<file path="config.mk">
export PLATFORM = sky130hd
export DESIGN_NAME = step_atten_ctrl
export DESIGN_NICKNAME = d
export VERILOG_FILES = /design/src/rtl/atten_pkg.sv /design/src/rtl/atten_sync.sv /design/src/rtl/atten_shifter.sv /design/src/rtl/atten_preset.sv /design/src/rtl/step_atten_ctrl.sv
export SDC_FILE = /design/constraint.sdc
export NUM_CORES = 1
export LEC_CHECK = 0
export ABC_AREA = 1
export ABC_CLOCK_PERIOD_IN_PS = 2000
export BUFFER_PORTS_ARGS = -buffer_cell sky130_fd_sc_hd__buf_2
export CORE_ASPECT_RATIO = 0.5
export CORE_MARGIN = 2
export CORE_UTILIZATION = 45
export DETAILED_ROUTE_END_ITERATION = 10
export PLACE_DENSITY = 0.69
export SLEW_MARGIN = 30
export SYNTH_ARGS = -nofsm -noshare
export SYNTH_HDL_FRONTEND = slang
export SYNTH_HIERARCHICAL = 1
export SYNTH_SLANG_ARGS = --single-unit
</file>
<file path="constraint.sdc">
create_clock -name clk -period 2 [get_ports clk]
set_clock_uncertainty 0.1 [all_clocks]
set_input_delay 0.3 -clock clk [delete_from_list [all_inputs] [get_ports clk]]
set_output_delay 0.3 -clock clk [all_outputs]
set_load 0.02 [all_outputs]
</file>
<file path="src/rtl/atten_pkg.sv">
package atten_pkg;
    localparam int WORD_W = 6;

    typedef enum logic {
        MODE_PAR = 1'b0,
        MODE_SER = 1'b1
    } if_mode_e;

    // bit positions of the two weights used by the presets
    localparam int POS_8DB  = 4;
    localparam int POS_16DB = 5;

    typedef logic [WORD_W-1:0] atten_word_t;
endpackage

</file>
<file path="src/rtl/atten_sync.sv">
module atten_sync #(
    parameter int WIDTH  = 8,
    parameter int STAGES = 2
) (
    input  logic             clk,
    input  logic             rst_n,
    input  logic [WIDTH-1:0] async_i,
    output logic [WIDTH-1:0] sync_o,
    output logic             rise_o
);
    typedef struct packed {
        logic [STAGES-1:0][WIDTH-1:0] chain;
        logic                         prev;
    } sync_st_t;

    sync_st_t st_d, st_q;

    always_comb begin
        st_d = st_q;
        st_d.chain[0] = async_i;
        for (int i = 1; i < STAGES; i++) begin
            st_d.chain[i] = st_q.chain[i-1];
        end
        st_d.prev = st_q.chain[STAGES-1][0];
    end

    always_ff @(posedge clk or negedge rst_n) begin
        if (!rst_n) st_q <= '0;
        else        st_q <= st_d;
    end

    assign sync_o = st_q.chain[STAGES-1];
    assign rise_o = st_q.chain[STAGES-1][0] & ~st_q.prev;
endmodule

</file>
<file path="src/rtl/atten_shifter.sv">
module atten_shifter
    import atten_pkg::*;
(
    input  logic        clk,
    input  logic        rst_n,
    input  logic        shift_en,
    input  logic        din,
    output atten_word_t shreg_o
);
    atten_word_t sh_d, sh_q;

    always_comb begin
        sh_d = sh_q;
        if (shift_en) sh_d = {sh_q[WORD_W-2:0], din};
    end

    always_ff @(posedge clk or negedge rst_n) begin
        if (!rst_n) sh_q <= '0;
        else        sh_q <= sh_d;
    end

    assign shreg_o = sh_q;


    shift_step_chk: assert property (@(posedge clk) disable iff (!rst_n)
        shift_en |=> sh_q == {$past(sh_q[WORD_W-2:0]), $past(din)});

    shift_idle_chk: assert property (@(posedge clk) disable iff (!rst_n)
        !shift_en |=> $stable(sh_q));
endmodule

</file>
<file path="src/rtl/atten_preset.sv">
module atten_preset
    import atten_pkg::*;
(
    input  if_mode_e    mode,
    input  logic        load_en,
    input  atten_word_t par_word,
    input  logic [1:0]  preset_sel,
    output atten_word_t boot_word
);
    atten_word_t table_word;

    always_comb begin
        table_word = '0;
        unique case (preset_sel)
            2'b00: table_word = '0;
            2'b01: table_word[POS_8DB] = 1'b1;
            2'b10: table_word[POS_16DB] = 1'b1;
            default: table_word = '1;
        endcase
    end

    always_comb begin
        if (mode == MODE_SER || load_en) boot_word = par_word;
        else                             boot_word = table_word;
    end
endmodule

</file>
<file path="src/rtl/step_atten_ctrl.sv">
module step_atten_ctrl
    import atten_pkg::*;
#(
    parameter int SYNC_STAGES = 2
) (
    input  logic              clk,
    input  logic              rst_n,
    input  logic              mode_sel,
    input  logic              ser_dat,
    input  logic              ser_clk,
    input  logic              load_en,
    input  logic [WORD_W-1:0] par_word,
    input  logic [1:0]        preset_sel,
    output logic [WORD_W-1:0] atten_word
);
    localparam int IN_W      = 4 + WORD_W + 2;
    localparam int BOOT_WAIT = SYNC_STAGES + 1;
    localparam int CNT_W     = $clog2(BOOT_WAIT + 1);

    logic [IN_W-1:0] raw_in, sync_in;
    logic            clk_rise;

    assign raw_in = {preset_sel, par_word, mode_sel, load_en, ser_dat, ser_clk};

    atten_sync #(.WIDTH(IN_W), .STAGES(SYNC_STAGES)) u_sync (
        .clk    (clk),
        .rst_n  (rst_n),
        .async_i(raw_in),
        .sync_o (sync_in),
        .rise_o (clk_rise)
    );

    logic        dat_s, le_s;
    if_mode_e    mode_s;
    atten_word_t par_s;
    logic [1:0]  pre_s;

    assign dat_s  = sync_in[1];
    assign le_s   = sync_in[2];
    assign mode_s = if_mode_e'(sync_in[3]);
    assign par_s  = sync_in[4 +: WORD_W];
    assign pre_s  = sync_in[4 + WORD_W +: 2];

    typedef struct packed {
        atten_word_t      out;
        logic [CNT_W-1:0] cnt;
        logic             done;
    } ctrl_st_t;

    ctrl_st_t    st_d, st_q;
    atten_word_t shreg, boot_word;
    logic        boot_fire;

    atten_shifter u_shift (
        .clk     (clk),
        .rst_n   (rst_n),
        .shift_en(clk_rise && mode_s == MODE_SER && st_q.done),
        .din     (dat_s),
        .shreg_o (shreg)
    );

    atten_preset u_preset (
        .mode      (mode_s),
        .load_en   (le_s),
        .par_word  (par_s),
        .preset_sel(pre_s),
        .boot_word (boot_word)
    );

    assign boot_fire = !st_q.done && (st_q.cnt == CNT_W'(BOOT_WAIT));

    always_comb begin
        st_d = st_q;
        if (!st_q.done) begin
            if (boot_fire) begin
                st_d.done = 1'b1;
                st_d.out  = boot_word;
            end else begin
                st_d.cnt = st_q.cnt + 1'b1;
            end
        end else if (le_s) begin
            st_d.out = (mode_s == MODE_SER) ? shreg : par_s;
        end
    end

    always_ff @(posedge clk or negedge rst_n) begin
        if (!rst_n) st_q <= '0;
        else        st_q <= st_d;
    end

    assign atten_word = st_q.out;


    hold_low_chk: assert property (@(posedge clk) disable iff (!rst_n)
        st_q.done && !le_s |=> $stable(atten_word));

    ser_follow_chk: assert property (@(posedge clk) disable iff (!rst_n)
        st_q.done && le_s && mode_s == MODE_SER |=> atten_word == $past(shreg));

    par_follow_chk: assert property (@(posedge clk) disable iff (!rst_n)
        st_q.done && le_s && mode_s == MODE_PAR |=> atten_word == $past(par_s));

    preset_code_chk: assert property (@(posedge clk) disable iff (!rst_n)
        boot_fire && !le_s && mode_s == MODE_PAR |=>
            (atten_word == 6'h00 || atten_word == 6'h10 ||
             atten_word == 6'h20 || atten_word == 6'h3F));

    boot_once_chk: assert property (@(posedge clk) disable iff (!rst_n)
        st_q.done |=> st_q.done && !boot_fire);

    boot_quiet_chk: assert property (@(posedge clk) disable iff (!rst_n)
        !st_q.done && !boot_fire |=> atten_word == '0);
endmodule

</file>
## After elaboration in Yosys (flattened, before gate mapping)

Index checks and enable logic that the tools add are counted.

- Logic and storage cells: 38
- Output and inout bits: 6
- Register bits: 40
- Bits of input ports: 14

- Reduce and logical (&&, ||, !) cells: 12
- Bitwise operators: 4
- Mux-type cells: 10
- Add/sub/neg operators: 1
- Equal/unequal tests: 4

Operators with widths:

| cell | count |
|---|---|
| 6-bit two-way mux | 5 |
| 2-bit == test (second input constant) | 2 |
| 1-bit two-way mux | 4 |
| 4-bit two-way mux | 1 |
| 2-bit AND reduction | 2 |
| 2-bit OR reduction | 2 |
| 1-bit logical AND | 3 |
| 1-bit NOT | 3 |
| 3-bit OR reduction | 1 |
| 2-bit by 1-bit adder with 2-bit output (second input constant) | 1 |
| 2-bit by 1-bit == test with 1-bit output (second input constant) | 1 |
| 2-bit logical NOT | 1 |
| 2-bit by 1-bit != test with 1-bit output (second input constant) | 1 |
| 2-bit nonzero test | 1 |
| 1-bit AND | 1 |
| 1-bit logical NOT | 1 |
| 1-bit logical OR | 1 |

## Logic depth before layout (Yosys ltp)

Gate-level depths: netlist (run 1).

- Depth after elaboration: 6
- Mapped depth: 9
- Gate-level depth less buffers: 8

## Modules after synthesis

The synthesis (run 1) kept the hierarchy.

By module, submodules not included:

| module | cells each | area an instance (µm²) | sequential area each (µm²) | times used |
|---|---|---|---|---|
| atten_sync | 39 | 725.7 | 625.6 | 1 |
| step_atten_ctrl | 94 | 624.3 | 225.2 | 1 |
| atten_shifter | 25 | 221.5 | 150.1 | 1 |
| atten_preset | 21 | 88.8 | 0.0 | 1 |

## Least setup slack after synthesis (run 1)

Ideal clock, no wire load.

- Path kind: flip-flop to flip-flop
- From: register u_sync.st_q (netlist bit u_sync/sync_o[3])
- To: register u_shift.sh_q[0], in the netlist u_shift/shreg_o[0]
- Library setup time: 0.117 ns
- Clock period less this slack: 1.342 ns
- Cell stages (with the launch flop): 8
- Path slack: 0.658 ns
- Data required time: 1.783 ns
- Path buffers: 2
- Arrival: 1.125 ns
- Path through: dfrtp_1 buf_4 buf_2 nand2_1 nor2_1 inv_2 nand2_1 nand2_1

- Longest elaborated chain between the ends: 2

RTL lines:

| element | RTL line | RTL |
|---|---|---|
| start: declaration | atten_sync.sv:16 | `sync_st_t st_d, st_q;` |
| start signal: assignment | atten_sync.sv:29 | `else st_q <= st_d;` |
| 1-bit logical AND (2 in series) | step_atten_ctrl.sv:57 | `.shift_en(clk_rise && mode_s == MODE_SER && st_q.done),` |
| end signal: assignment | atten_shifter.sv:18 | `if (!rst_n) sh_q <= '0;` |
| end signal: assignment | atten_shifter.sv:19 | `else sh_q <= sh_d;` |
| end: declaration | atten_shifter.sv:10 | `atten_word_t sh_d, sh_q;` |

Every way passes these cells.
A chain may end at the register's enable or synchronous reset.

## Final worst setup path (run 1)

- From: register st_q[0] in the netlist's numbering
- To: register u_shift.sh_q[1], in the netlist u_shift/shreg_o[1]

- Longest elaborated chain between the ends: 1

RTL lines:

| element | RTL line | RTL |
|---|---|---|
| start: declaration | step_atten_ctrl.sv:50 | `ctrl_st_t st_d, st_q;` |
| start signal: assignment | step_atten_ctrl.sv:88 | `else st_q <= st_d;` |
| 1-bit logical AND | step_atten_ctrl.sv:57 |  |

Every way passes these cells.

==> qor.txt, run 1 <==
Status = complete, no violations
VDD IR max = 0.364 mV
Crit-path slowest cell = dfrtp_1
Hold Path Stages = 1
Nets = 206
Drt first pass iters = 5
Endpoint of the worst hold path = u_sync/st_d[15]
Initial Utilization = 47.6%
CP cell instances = inv_2 -> nor2_1 -> inv_2 -> nand2_1 -> nand2_1
Synthesized Nets = 193
H-tree Lvls = 2
Ports = 20
Leakage = 0.990 nW
Largest net degree at the start of global routing = 41
Reg2reg end = u_shift/shreg_o[1]
Arrival time at the worst endpoint = 1.66 ns
CTS tree = yes
Initial antenna violation count = 0
Mapped Cells = 178
Die ar. = 4200 µm²
Skew-Pair Late Insertion Delay = 0.29 ns
Final number of setup-violating endpoints = 0
GRT Total Usage = 13.6%
Worst R2R Path Depth = 5
Area growth syn-to-layout = 9.31%
Routed Antenna Nets = 0
Drt drc = 0
Max-cap violations = 0
Clock tree buffer depth = 2
CP Class = reg -> reg
Final worst setup slack = 0.419 ns
Critical path launch point type = flop
Multi-input gate area = 403 µm²
RSZ-0062 raised after global routing = no
Reg2Reg Setup Slack = 0.42 ns
Root Buffer Master = clkbuf_8
Top Metal Used = met4
Fin. Hold Viols = 0
Iteration-0 DRC Markers = 45
Grt ovf = 0
Power Density = 885 nW/µm²
Max stage delay on crit path = 0.63 ns
Setup TNS = 0 ns
Placer's final routability congestion estimate = 0.786
Netlist Area Pre-Place = 1650 µm²
I/O Buffers = 19
Post-route cell area = 1810 µm²
Dpl cell area = 1680 µm²
Crit. End Element = flop
Die height = 46.9 µm
Place WS = 0.438 ns
Max Fclk = 0.633 GHz
CP max FO = 16
WP buf/inv = 2
Layout cells sized above 1 = 18.8%
Fin crit period = 1.58 ns
Worst-path clk slew = 0.07 ns
Cell family with most CP delay = flip-flops
Met2 WL = 960 µm
Actual slew at the worst max-slew pin = 0.472 ns
Yosys warning count = 6
DR WL/cell = 10.3 µm
Drt via density = 4.09
Overall power = 1.60 mW
# fillers = 328
Vias in the first global route = 901
Antenna diode count = 0
HP Start = load_en
PostCTS Resize Cnt = 0
Met1 wire length = 1360 µm
First-pass GRT wire length = 4110 µm
Critical Path RT = 2.08 ns
Max Slew Vio Count = 0
Met3 routed WL = 148 µm
Vias = 989
RR Startpoint = st_q[0]
TritonCTS buffer count = 5
Final Cycle Share = 79.0%
Mean Syn Cell Area = 9.29 µm²
Register Area = 1000 µm²
Slew margin rel. = 68.5%
Die X = 89.7 µm
Hold Path Class = in -> reg
DP Wirelength = 1800 µm
Num rows = 15
CTS sink count = 40
Final WL = 2500 µm
Core area = 3470 µm²
## worst max path at each step
stage                          start            endpoint  slack [ns]  depth (start not counted)
floorplan           u_sync/sync_o[3]  u_shift/shreg_o[0]        0.66                          7
global placement             st_q[0]  u_shift/shreg_o[4]        0.53                          5
detailed placement           st_q[0]  u_shift/shreg_o[1]        0.44                          5
CTS                          st_q[0]  u_shift/shreg_o[1]        0.43                          5
global route                 st_q[0]  u_shift/shreg_o[1]        0.28                          5
finish                       st_q[0]  u_shift/shreg_o[1]        0.42                          5
## routing by layer
| layer | vias up | GRT usage, % |
|---|---|---|
| li1 | 530 | - |
| met1 | 425 | 18.3 |
| met2 | 32 | 18.6 |
| met3 | 2 | 5.30 |
| met4 | 0 | 9.23 |
| met5 | - | 0 |
## placed cells by master (no fill, tap or decap)
cell,count
ha_1,1
inv_2,3
clkinvlp_4,1
dfrtp_1,40
buf_4,1
nand2_2,1
nand2_4,2
o21ai_2,1
nand3_1,6
o21ai_0,4
nor2_2,2
buf_2,19
nor2_1,19
dlygate4sd3_1,5
clkbuf_8,5
nand2_1,48
inv_1,25
a21oi_1,6
xnor2_1,1
clkinv_2,1
## where the power goes
part | internal [mW] | switching [mW] | total, mW
Sequential | 0.877 | 0.0456 | 0.922
Combinational | 0.0696 | 0.110 | 0.179
Clock | 0.236 | 0.263 | 0.498
Total | 1.18 | 0.418 | 1.60
## layout make-up
| class | count | share of cell area, % |
|---|---|---|
| Clock buffer | 5 | 3.81 |
| Timing Repair Buffer | 25 | 8.45 |
| Tap cell | 51 | 3.53 |
| Multi-Input combinational cell | 91 | 22.3 |
| Inverter | 28 | 5.82 |
| Clock inverter | 2 | 0.693 |
| Sequential cell | 40 | 55.4 |
## metrics by stage
step / hold slack, ns / utilization, % / cells
3_3_place_gp: 0.232 / 48.3 / 230
3_5_place_dp: 0.235 / 48.3 / 230
4_1_cts: 0.00295 / 50.9 / 238
2_1_floorplan: -0.0956 / - / 178
6_report: 0.0133 / 52.0 / 242
5_1_grt: 0.00123 / 52.0 / 242
## sequential cells by signal, indices dropped and copies added (netlist names)
register and count:
u_sync/st_q 1, u_sync/st_d 12, st_q 3, atten_word 6
u_shift/shreg_o 6, u_sync/sync_o 12
## timing repair
action,CTS,global route
setup buffers,0,0
hold buffers,1,4
endpoints found under the hold margin,40,4
Note: power is estimated with default switching activity, not from simulation.
==> inputs of run 2 (changes only) <==
--- a/config.mk
+++ b/config.mk
@@ -5,8 +5,8 @@
 export SDC_FILE = /design/constraint.sdc
 export NUM_CORES = 1
 export LEC_CHECK = 0
-export ABC_AREA = 1
-export ABC_CLOCK_PERIOD_IN_PS = 2000
+export ABC_AREA = 0
+export ABC_CLOCK_PERIOD_IN_PS = 1500
 export BUFFER_PORTS_ARGS = -buffer_cell sky130_fd_sc_hd__buf_2
 export CORE_ASPECT_RATIO = 0.5
 export CORE_MARGIN = 2
==> constraint.sdc (replaced) <==
create_clock -name clk -period 1.5 [get_ports clk]
set_clock_uncertainty 0.1 [all_clocks]
set_input_delay 0.225 -clock clk [delete_from_list [all_inputs] [get_ports clk]]
set_output_delay 0.225 -clock clk [all_outputs]
set_load 0.02 [all_outputs]
==> run 2 against run 1 <==
Compared with the run above:
- non-clock buffer count increased by 10
- final area increased by 2.8%
- cell count shrank 21%
- critical path depth shrank 1
- routed wire length decreased by 9.5%
- count of clock-buffer cells in the layout up 1
- sequential power grew 41%
- combinational power increased by 120%
- largest power group unchanged
==> qor.txt, run 2 <==
Mean Syn Cell Area = 13.6 µm²
I/O Buffers = 19
Hold Path Class = reg -> reg
Antenna diode count = 0
Setup TNS = 0 ns
PostCTS Resize Cnt = 0
CTS sink count = 40
Vias in the first global route = 789
RSZ-0062 raised after global routing = no
TritonCTS buffer count = 5
Fin. Hold Viols = 0
H-tree Lvls = 2
Most frequent cells in the layout = dfrtp_1 (40), buf_2 (19), nand2_1 (16), dlygate4sd3_1 (13), mux2_4 (12)
Vias = 824
Dpl cell area = 1630 µm²
Critical path launch point type = flop
Synthesized Nets = 133
Leakage = 0.864 nW
Nets = 155
Fin crit period = 1.37 ns
Yosys warning count = 6
Mapped Cells = 118
Met3 usage = 8.06%
VDD IR max = 0.684 mV
Clock tree buffer depth = 2
Most common cell after layout, fill and taps aside = dfrtp_1
Netlist Area Pre-Place = 1600 µm²
DP Wirelength = 1550 µm
Root Buffer Master = clkbuf_8
Routed Antenna Nets = 0
CTS tree = yes
Post-route cell area = 1860 µm²
Status = complete, no violations
First-pass GRT wire length = 3780 µm
Iteration-0 DRC Markers = 30
Power Density = 1300 nW/µm²
Max-cap violations = 0
Drt first pass iters = 4
Met1 usage = 17.2%
Critical Path RT = 1.57 ns
Area growth syn-to-layout = 15.8%
Final Cycle Share = 91.2%
Grt ovf = 0
Skew-Pair Late Insertion Delay = 0.29 ns
Die height = 46.2 µm
Slew margin rel. = 68.8%
# fillers = 292
Worst-path clk slew = 0.07 ns
Fin Hold WS = 0.250 ns
GRT Total Usage = 13.6%
Largest net degree at the start of global routing = 41
Initial antenna violation count = 0
Actual slew at the worst max-slew pin = 0.467 ns
Drt drc = 0
GRT busiest layer = met2
Max Slew Vio Count = 0
Num rows = 15
DR WL/cell = 11.8 µm
Initial Utilization = 47.0%
CP Class = reg -> reg
Die ar. = 4090 µm²
Arrival time at the worst endpoint = 1.44 ns
Placer's final routability congestion estimate = 0.695
Core area = 3420 µm²
Layout cells sized above 1 = 32.6%
Die X = 88.4 µm
Drt via density = 4.29
Ports = 20
CP max FO = 8
Max Fclk = 0.731 GHz
Crit. End Element = flop
Final WL = 2260 µm
Overall power = 2.42 mW
Final number of setup-violating endpoints = 0
Met2 Use GR = 18.3%
run 2: critical path, stage by stage (launching register included):
cell     delay (ns)
dfrtp_1        0.45
nor2_1         0.22
mux2_1         0.36
nand2_1        0.06
nand3_1        0.07
run 2: area by class of cell:
class | instances | area (µm²) | area share [%]
sequential | 40 | 1000 | 53.9
multi-input combinational | 57 | 444 | 23.9
timing repair buffer | 35 | 248 | 13.3
clock buffer | 6 | 82.6 | 4.44
tap | 51 | 63.8 | 3.43
clock inverter | 2 | 15.0 | 0.808
inverter | 1 | 3.75 | 0.202
run 2: layer usage:
metal	routed length [µm]	share of wire, %
met2	975	43
met5	0	0
met4	36	1.6
met3	157	6.9
met1	1090	48
run 2: repair_timing:
action,in CTS,in global routing
endpoints found under the hold margin,52,0
setup buffers,0,0
hold buffers,13,0
run 2: worst paths after layout:
check,from,to,slack [ns],cells after the start
max,u_sync/sync_o[2],atten_word[4],0.13,4
max reg2reg,u_sync/sync_o[2],atten_word[4],0.13,4
max in group asynchronous,rst_n,u_sync/st_q[0],0.57,3
min,u_sync/st_d[13],u_sync/sync_o[0],0.25,0
min reg2reg,u_sync/st_d[13],u_sync/sync_o[0],0.25,0
min in group asynchronous,rst_n,st_q[1],0.41,3
run 2: metrics by stage:
stage / utilization (%) / std cells / setup WS [ns]
2_1_floorplan: - / 118 / 0.0803
3_3_place_gp: 47.7 / 171 / 0.174
3_5_place_dp: 47.7 / 171 / 0.152
4_1_cts: 54.4 / 192 / 0.141
5_1_grt: 54.4 / 192 / 0.0313
6_report: 54.4 / 192 / 0.132
run 2: power by group:
part	switching (mW)	internal, mW
Clock	0.362	0.372
Combinational	0.155	0.232
Sequential	0.0853	1.21
Total	0.602	1.82
==> inputs of run 3 (changes only) <==
--- a/config.mk
+++ b/config.mk
@@ -12,7 +12,7 @@
 export CORE_MARGIN = 2
 export CORE_UTILIZATION = 45
 export DETAILED_ROUTE_END_ITERATION = 10
-export PLACE_DENSITY = 0.69
+export PLACE_DENSITY = 0.72
 export SLEW_MARGIN = 30
 export SYNTH_ARGS = -nofsm -noshare
 export SYNTH_HDL_FRONTEND = slang
==> run 3 against run 2 <==
Compared with the run above:
- critical path depth down 2
- worst setup slack improved by 0.030 ns
- via count grew 2.4%
- largest power group unchanged
- count of clock-buffer cells in the layout is the same
==> qor.txt, run 3 (synthesized netlist as in run 2, its figures left out) <==
CP max FO = 6
RSZ-0062 raised after global routing = no
Antenna diode count = 0
Post-CTS Hold Buffers = 13
Worst-path clk slew = 0.08 ns
Arrival time at the worst endpoint = 1.41 ns
Die X = 88.4 µm
Power Density = 1300 nW/µm²
I/O Buffers = 19
# Post-CTS Setup Buffers = 0
Grt ovf = 0
Dpl cell area = 1630 µm²
# fillers = 298
Clock tree buffer depth = 2
Hold Path Class = reg -> reg
First-pass GRT wire length = 3760 µm
Ports = 20
Drt first pass iters = 5
Final worst setup slack = 0.163 ns
Final WL = 2190 µm
Die ar. = 4090 µm²
Most frequent cells in the layout = dfrtp_1 (40), buf_2 (19), nand2_1 (16), dlygate4sd3_1 (13), mux2_4 (12)
Leakage = 0.864 nW
Drt via density = 4.40
Final Cycle Share = 89.1%
DR WL/cell = 11.4 µm
DP Wirelength = 1530 µm
Slew margin rel. = 68.5%
Largest net degree at the start of global routing = 41
Actual slew at the worst max-slew pin = 0.472 ns
Overall power = 2.42 mW
Area growth syn-to-layout = 15.8%
VDD IR max = 0.727 mV
Post-route cell area = 1860 µm²
Setup crit start = st_q[0]
Util after Layout = 54.4%
H-tree Lvls = 2
Final number of setup-violating endpoints = 0
Iteration-0 DRC Markers = 49
HP Start = u_sync/st_d[17]
Layout cells sized above 1 = 32.6%
Root Buffer Master = clkbuf_8
Max Fclk = 0.748 GHz
Initial Utilization = 47.0%
CP Class = reg -> reg
Fin crit period = 1.34 ns
Skew-Pair Late Insertion Delay = 0.29 ns
Max Slew Vio Count = 0
Critical Path RT = 1.58 ns
Crit. End Element = flop
Nets = 155
Max-cap violations = 0
RR Startpoint = st_q[0]
Num rows = 15
Critical path launch point type = flop
Setup TNS = 0 ns
Core area = 3420 µm²
Die height = 46.2 µm
Fin. Hold Viols = 0
GRT Total Usage = 13.1%
Status = complete, no violations
Initial antenna violation count = 0
TritonCTS buffer count = 5
Most common cell after layout, fill and taps aside = dfrtp_1
Place WS = 0.171 ns
CTS sink count = 40
Drt drc = 0
Vias = 844
Routed Antenna Nets = 0
PostCTS Resize Cnt = 0
Vias in the first global route = 838
Placer's final routability congestion estimate = 0.726
CTS tree = yes
[run 3: cell counts in the layout (fill, tap and decap cells not counted)]
No cell type changed its count.
[run 3: metal layers]
| metal | wire length, µm | vias up | track usage (%) |
|---|---|---|---|
| met5 | 0 | - | 0 |
| met4 | 17 | 0 | 5.45 |
| met3 | 154 | 2 | 6.63 |
| met2 | 900 | 27 | 18.2 |
| met1 | 1120 | 401 | 17.3 |
| li1 | - | 414 | - |
[run 3: power by group]
group	switching [mW]	leakage (nW)	internal [mW]
Sequential	0.0883	0.466	1.21
Clock	0.366	0.0434	0.372
Combinational	0.152	0.355	0.232
Total	0.607	0.864	1.82
[run 3: worst paths after layout]
path                       slack (ns)                 end  depth (start not counted)
setup / recovery                 0.16  u_shift/shreg_o[1]                          2
hold / removal                   0.25    u_sync/sync_o[4]                          0
setup reg to reg                 0.16  u_shift/shreg_o[1]                          2
hold reg to reg                  0.25    u_sync/sync_o[4]                          0
max in group asynchronous        0.55     u_sync/st_d[18]                          3
min in group asynchronous        0.42    u_sync/sync_o[2]                          3
[run 3: cell type report]
type	instances	area, µm²	share of cell area, %
clock buffers	6	82.6	4.44
clock inverters	2	15.0	0.808
flip-flops and latches	40	1000	53.9
inverters	1	3.75	0.202
multi-input cells	57	444	23.9
repair buffers	35	248	13.3
well taps	51	63.8	3.43
[run 3: through the flow]
stage,hold WS [ns],std cells
2_1_floorplan,-0.171,118
3_3_place_gp,0.196,171
3_5_place_dp,0.206,171
4_1_cts,0.252,192
5_1_grt,0.260,192
6_report,0.250,192
[run 3: worst max-delay path, stage by stage (launching register included)]
cell and delay (ns):
dfrtp_1 0.46, and3_2 0.35, mux2_4 0.32
